**config.mk**
```make
export PLATFORM = sky130hd
export DESIGN_NAME = spi_reg_slave
export DESIGN_NICKNAME = d
export VERILOG_FILES = /design/src/rtl/spi_reg_pkg.sv /design/src/rtl/spi_sync.sv /design/src/rtl/spi_frame.sv /design/src/rtl/spi_access.sv /design/src/rtl/spi_reg_slave.sv
export SDC_FILE = /design/constraint.sdc
export NUM_CORES = 1
export LEC_CHECK = 0
export BUFFER_PORTS_ARGS = -buffer_cell sky130_fd_sc_hd__clkbuf_2
export CORE_MARGIN = 10
export CORE_UTILIZATION = 50
export CTS_CLUSTER_SIZE = 12
export DETAILED_ROUTE_END_ITERATION = 8
export GPL_ROUTABILITY_DRIVEN = 0
export PLACE_DENSITY_LB_ADDON = 0.2
export REMOVE_ABC_BUFFERS = 1
export SLEW_MARGIN = 30
export SYNTH_ARGS = -nofsm -noshare
export SYNTH_HDL_FRONTEND = slang
export SYNTH_SLANG_ARGS = --single-unit
```
**constraint.sdc**
```tcl
create_clock -name clk -period 4.1 [get_ports clk]
set_clock_uncertainty 0.2 [all_clocks]
set_input_delay 0.41 -clock clk [delete_from_list [all_inputs] [get_ports clk]]
set_output_delay 0.41 -clock clk [all_outputs]
set_load 0.02 [all_outputs]
```
**src/rtl/spi_reg_pkg.sv**
```systemverilog
package spi_reg_pkg;
  localparam int DATA_W = 8;
  localparam int ADDR_W = 7;
  localparam int CNT_W  = $clog2(DATA_W);

  typedef logic [DATA_W-1:0] byte_t;
  typedef logic [ADDR_W-1:0] addr_t;

  localparam addr_t FIFO_ADDR  = '0;
  localparam addr_t ADDR_LAST  = '1;
  localparam addr_t ADDR_FIRST = addr_t'(1);
endpackage

```
**src/rtl/spi_sync.sv**
```systemverilog
module spi_sync #(
  parameter int W = 1,
  parameter int STAGES = 2,
  parameter logic [W-1:0] RST_VAL = '0
) (
  input  logic         clk,
  input  logic         rst_n,
  input  logic [W-1:0] d,
  output logic [W-1:0] q
);
  logic [W-1:0] stg [STAGES];

  for (genvar s = 0; s < STAGES; s++) begin : g_stage
    if (s == 0) begin : g_first
      always_ff @(posedge clk or negedge rst_n)
        if (!rst_n) stg[s] <= RST_VAL;
        else        stg[s] <= d;
    end else begin : g_next
      always_ff @(posedge clk or negedge rst_n)
        if (!rst_n) stg[s] <= RST_VAL;
        else        stg[s] <= stg[s-1];
    end
  end

  assign q = stg[STAGES-1];
endmodule

```
**src/rtl/spi_frame.sv**
```systemverilog
module spi_frame
  import spi_reg_pkg::*;
(
  input  logic  clk,
  input  logic  rst_n,
  input  logic  sck_s,
  input  logic  mosi_s,
  input  logic  sel_s,
  input  logic  load_en,
  input  byte_t load_byte,
  output logic  miso,
  output logic  byte_done,
  output logic  cmd_byte,
  output byte_t rx_byte
);
  logic             sck_q;
  logic [CNT_W-1:0] bit_cnt;
  byte_t            rx_sh, tx_sh;
  logic             cmd_ph;
  logic             rise, fall;

  assign rise = sck_s & ~sck_q;
  assign fall = ~sck_s & sck_q;
  assign miso = tx_sh[DATA_W-1];

  always_ff @(posedge clk or negedge rst_n) begin
    if (!rst_n) begin
      sck_q     <= 1'b0;
      bit_cnt   <= '0;
      rx_sh     <= '0;
      tx_sh     <= '0;
      cmd_ph    <= 1'b1;
      byte_done <= 1'b0;
      cmd_byte  <= 1'b0;
      rx_byte   <= '0;
    end else begin
      sck_q     <= sck_s;
      byte_done <= 1'b0;
      if (!sel_s) begin
        bit_cnt <= '0;
        cmd_ph  <= 1'b1;
        tx_sh   <= '0;
      end else begin
        if (rise) begin
          rx_sh   <= {rx_sh[DATA_W-2:0], mosi_s};
          bit_cnt <= bit_cnt + 1'b1;
          if (bit_cnt == CNT_W'(DATA_W-1)) begin
            byte_done <= 1'b1;
            rx_byte   <= {rx_sh[DATA_W-2:0], mosi_s};
            cmd_byte  <= cmd_ph;
            cmd_ph    <= 1'b0;
          end
        end
        if (load_en)
          tx_sh <= load_byte;
        else if (fall && bit_cnt != '0)
          tx_sh <= {tx_sh[DATA_W-2:0], 1'b0};
      end
    end
  end

  assert_idle_miso_low_R6: assert property (@(posedge clk) disable iff (!rst_n)
    !sel_s |=> !miso);

  assert_byte_pulse_single_R2: assert property (@(posedge clk) disable iff (!rst_n)
    byte_done |=> !byte_done);
endmodule

```
**src/rtl/spi_access.sv**
```systemverilog
module spi_access
  import spi_reg_pkg::*;
(
  input  logic  clk,
  input  logic  rst_n,
  input  logic  sel_s,
  input  logic  byte_done,
  input  logic  cmd_byte,
  input  byte_t rx_byte,
  output logic  load_en,
  output byte_t load_byte,
  output addr_t reg_addr,
  output logic  reg_we,
  output byte_t reg_wdata,
  input  byte_t reg_rdata,
  output logic  push_valid,
  output byte_t push_data,
  input  logic  push_ready,
  input  logic  pop_valid,
  input  byte_t pop_data,
  output logic  pop_ready,
  output logic  fifo_ovf,
  output logic  fifo_udf
);
  logic  wr_dir, load_pend, have_q;
  addr_t addr;
  logic  is_fifo, data_done;

  assign is_fifo   = (addr == FIFO_ADDR);
  assign data_done = byte_done & ~cmd_byte & sel_s;

  assign reg_addr   = addr;
  assign reg_wdata  = rx_byte;
  assign reg_we     = data_done & wr_dir & ~is_fifo;
  assign push_data  = rx_byte;
  assign push_valid = data_done & wr_dir & is_fifo & push_ready;
  assign pop_ready  = data_done & ~wr_dir & is_fifo & have_q;

  assign load_en = load_pend & sel_s;

  always_comb begin
    if (!is_fifo)     load_byte = reg_rdata;
    else if (wr_dir)  load_byte = '0;
    else if (pop_valid) load_byte = pop_data;
    else              load_byte = '0;
  end

  always_ff @(posedge clk or negedge rst_n) begin
    if (!rst_n) begin
      wr_dir    <= 1'b0;
      addr      <= '0;
      load_pend <= 1'b0;
      have_q    <= 1'b0;
      fifo_ovf  <= 1'b0;
      fifo_udf  <= 1'b0;
    end else if (!sel_s) begin
      load_pend <= 1'b0;
      have_q    <= 1'b0;
    end else begin
      if (load_pend) begin
        load_pend <= 1'b0;
        have_q    <= is_fifo & ~wr_dir & pop_valid;
      end
      if (byte_done) begin
        load_pend <= 1'b1;
        if (cmd_byte) begin
          wr_dir <= rx_byte[DATA_W-1];
          addr   <= rx_byte[ADDR_W-1:0];
        end else if (!is_fifo) begin
          addr <= (addr == ADDR_LAST) ? ADDR_FIRST : addr + 1'b1;
        end
      end
      if (data_done && wr_dir && is_fifo && !push_ready) fifo_ovf <= 1'b1;
      if (data_done && !wr_dir && is_fifo && !have_q)    fifo_udf <= 1'b1;
    end
  end

  assert_addr_skips_fifo_R3: assert property (@(posedge clk) disable iff (!rst_n)
    (data_done && !is_fifo) |=> (addr != FIFO_ADDR));

  assert_pop_has_head_R7: assert property (@(posedge clk) disable iff (!rst_n)
    pop_ready |-> pop_valid);

  assert_udf_sticky_R7: assert property (@(posedge clk) disable iff (!rst_n)
    fifo_udf |=> fifo_udf);

  assert_ovf_sticky_R8: assert property (@(posedge clk) disable iff (!rst_n)
    fifo_ovf |=> fifo_ovf);
endmodule

```
**src/rtl/spi_reg_slave.sv**
```systemverilog
module spi_reg_slave
  import spi_reg_pkg::*;
#(
  parameter int SYNC_STAGES = 2
) (
  input  logic              clk,
  input  logic              rst_n,
  input  logic              spi_sck,
  input  logic              spi_mosi,
  input  logic              spi_cs_n,
  output logic              spi_miso,
  output logic [ADDR_W-1:0] reg_addr,
  output logic              reg_we,
  output logic [DATA_W-1:0] reg_wdata,
  input  logic [DATA_W-1:0] reg_rdata,
  output logic              push_valid,
  output logic [DATA_W-1:0] push_data,
  input  logic              push_ready,
  input  logic              pop_valid,
  input  logic [DATA_W-1:0] pop_data,
  output logic              pop_ready,
  output logic              fifo_ovf,
  output logic              fifo_udf
);
  logic [2:0] pins_s;
  logic       sck_s, mosi_s, sel_s;
  logic       load_en, byte_done, cmd_byte;
  byte_t      load_byte, rx_byte;

  spi_sync #(.W(3), .STAGES(SYNC_STAGES), .RST_VAL(3'b100)) u_sync (
    .clk(clk), .rst_n(rst_n),
    .d({spi_cs_n, spi_sck, spi_mosi}), .q(pins_s)
  );

  assign sel_s  = ~pins_s[2];
  assign sck_s  = pins_s[1];
  assign mosi_s = pins_s[0];

  spi_frame u_frame (
    .clk(clk), .rst_n(rst_n), .sck_s(sck_s), .mosi_s(mosi_s), .sel_s(sel_s),
    .load_en(load_en), .load_byte(load_byte), .miso(spi_miso),
    .byte_done(byte_done), .cmd_byte(cmd_byte), .rx_byte(rx_byte)
  );

  spi_access u_access (
    .clk(clk), .rst_n(rst_n), .sel_s(sel_s), .byte_done(byte_done),
    .cmd_byte(cmd_byte), .rx_byte(rx_byte), .load_en(load_en),
    .load_byte(load_byte), .reg_addr(reg_addr), .reg_we(reg_we),
    .reg_wdata(reg_wdata), .reg_rdata(reg_rdata), .push_valid(push_valid),
    .push_data(push_data), .push_ready(push_ready), .pop_valid(pop_valid),
    .pop_data(pop_data), .pop_ready(pop_ready), .fifo_ovf(fifo_ovf),
    .fifo_udf(fifo_udf)
  );
endmodule

```
==> results.yml <==
outcome:
  outcome: "complete, but fails checks"
  violations: "negative hold slack"
timing:
  hold_viol: 17
  grt_setup_unrepaired: "no"
  setup_slack_ps: 1190
  setup-tns-final_ps: 0
  hold_ws_ps: -10.8
  max_freq_mhz: 344
  setup_violations: 0
  slew-limit-headroom_pct: 44.8
  drv_slew: 0
  worst_pin_slew_ps: 821
  period_share_pct: 70.9
  fin_crit_ps: 2910
power_and_ir_drop:
  max-vdd-ir-drop_uv: 313
  power.static_leakage_nw: 1.30
  seqPwrFrac_pct: 56.8
  p_comb_share_pct: 7.1
  p_sw_mw: 0.206
  power_density_nw_per_um2: 355
  power_frac_clock_pct: 36.1
  switching_share_pct: 22.1
  totalPowerFinal_mw: 0.932
  p_int_mw: 0.726
cts:
  clock_path_buffers: 2
  ctsHoldBuffers: 2
  htree_num_levels: 2
  cts_tree: "done"
  numCtsBuffers: 5
  cts_root_buffer: "clkbuf_8"
  cts_resized: 0
  clk_latency_ps: 300
  clock_sinks: 48
  cts_setup_buffers: 0
  path_clk_slew_ps: 90
synthesis:
  yosysWarnings: 0
  ys.flop_type: "dfrtp_1"
  synth_area_leaders: "dfrtp_1 50%, mux2_2 8.5%, dfstp_2 3.5%, a221o_1 3.1%, ha_1 2.8%"
  synth_edf_count: 0
  synth.most_common_cell: "dfrtp_1"
  ys_types: 43
  ys_seq_elements: 48
  ys_top_cells_by_count: "45 x dfrtp_1, 17 x mux2_2, 13 x nor2_1, 12 x o21ai_0, 11 x a21oi_1"
  yosys.area.top_type_share_pct: 49.9
  syn_area_um2: 2250
  synthCells: 200
  async_reset_ff_share_pct: 100
  seq_area_frac_synth_pct: 53.4
  syn_area_per_cell_um2: 11.3
  yosysTopAreaCell: "dfrtp_1"
setup_path:
  reg2reg_from: "u_access.reg_addr[0]"
  path_cells: "inv_1 > ha_1 > or4b_1 > nor2_1 > nand3b_1 > nor2_1 > clkbuf_2"
  r2r_slack_ps: 1760
  cpPeakStageDelay_ps: 640
  ff2ff_path_depth: 6
  cp_common_cell: "nor2_1"
  startpoint_type: "register"
  critPathKind: "register to primary output"
  worstSetupEndpointType: "primary output"
  cp.arrival_ps: 2300
  cp.required_ps: 3490
  slowest_stage: "or4b_1"
  critPathMaxFanout: 10
  r2r_end: "u_access.reg_addr[3]"
final_layout:
  finish.utilization_pct: 60.3
  multi_input_area_um2: 910
  area_growth_syn_to_layout_pct: 16.4
  n_antenna_cell: 0
  final_cell_count_no_fill: 298
  finalNetCount: 273
  register_area_um2: 1200
  fill_cells: 355
  fin_area_um2: 2630
  drive_gt1_share_pct: 35.4
route:
  avgViaCountPerCell: 5.38
  top_layer_used: "met4"
  met2_length_mm: 2.17
  wl_met1_mm: 2.03
  drtIter0Drc: 49
  num_vias: 1603
  ant_nets: 0
  wirelength_mm: 4.58
  wl_met3_um: 323
  drtPass1Iterations: 4
  drt-wirelength-per-cell_um: 15.4
  drc: 0
place:
  dpl.hpwl_mm: 3.37
  place_inst: 287
  place_ws_ps: 1510
  port_buffers: 51
  placed_area_um2: 2480
global_route:
  grt_usage_pct: 12.7
  grt_pass1_wl_mm: 7.71
  grt_pass1_vias: 1590
  grt_max_degree: 49
  grt-ovfl-total: 0
  antenna_found_initial: 0
die:
  core_um2: 4350
  die_x_um: 87.2
  dieArea_um2: 7600
  die_h_um: 87.2
  rows: 24
  pin_count: 52
  start_util_pct: 51.8
flow_run:
  drv_cap: 0
min_path:
  hold_class: "primary input to asynchronous set/reset pin"
-- worst max-delay path by stage --
stage,start,cells past startpoint,endpoint
3_5_place_dp,u_access.reg_addr[0],7,pop_ready
6_report,u_access.reg_addr[0],7,pop_ready
2_1_floorplan,u_access.reg_addr[0],6,push_valid
4_1_cts,u_access.reg_addr[0],7,pop_ready
5_1_grt,u_access.reg_addr[0],7,push_valid
3_3_place_gp,u_access.reg_addr[0],7,pop_ready
-- worst max-delay path: cells and delay by family, from the launching register on --
family	cells	cell delay [ps]
adder cells (fa/ha/maj)	1	160
buffers and inverters	2	260
flip-flops	1	450
AND/OR/NAND/NOR	4	1130
-- final cells by class --
cell class                 count  share of cell area (%)
clock buffer                   5                    2.62
clock inverter                 3                    1.62
inverter                       9                    1.29
multi-input combinational    125                    34.7
sequential                    48                    45.9
tap                           52                    2.48
timing repair buffer          56                    11.4
-- metal layers --
| metal | GRT usage, % | vias up |
|---|---|---|
| li1 | - | 797 |
| met1 | 15.6 | 767 |
| met2 | 19.2 | 35 |
| met3 | 4.87 | 4 |
| met4 | 5.51 | 0 |
| met5 | 0 | - |
-- cells in the final DEF (no fill, tap or decap), drive strengths merged, types with 3 or more instances in the layout --
master,n
a221o,7
nand4,7
nand2,9
o21ai,12
mux2,17
nand2b,4
clkbuf,56
mux2i,4
dfrtp,45
nand3,4
a21oi,11
ha,5
dlygate4sd3,3
and3,3
nor2,14
inv,9
dfstp,3
-- registers in the layout, indices dropped and copies added (netlist names) --
name                cells
u_access.fifo_ovf       1
u_access.fifo_udf       1
u_access.have_q         1
u_access.load_pend      1
u_access.reg_addr       7
u_access.wr_dir         1
u_frame.bit_cnt         3
u_frame.byte_done       1
u_frame.cmd_byte        1
u_frame.cmd_ph          1
u_frame.rx_byte         8
u_frame.rx_sh           7
u_frame.sck_q           1
u_frame.tx_sh           8
u_sync.q                3
u_sync.stg              3
-- logic make-up (layout without fill, tap and decap cells) --
logic type | after synthesis | after routing | share of synthesized area (%)
flops | 48 | 48 | 53.4
simple gates | 53 | 53 | 12.9
mux | 21 | 21 | 10.3
compound gates | 45 | 45 | 14.0
buf+inv | 27 | 73 | 6.22
xor+xnor | 1 | 1 | 0.389
fa+ha+maj | 5 | 5 | 2.77
-- power groups by stage --
stage	logic (mW)	registers [mW]	clock network (mW)
6_report	0.0665	0.529	0.336
2_1_floorplan	0.0389	0.531	0
5_1_grt	0.0740	0.535	0.369
4_1_cts	0.0673	0.530	0.349
3_3_place_gp	0.0640	0.538	0
3_5_place_dp	0.0657	0.539	0
No activity file was read; power rests on OpenSTA's default activity.
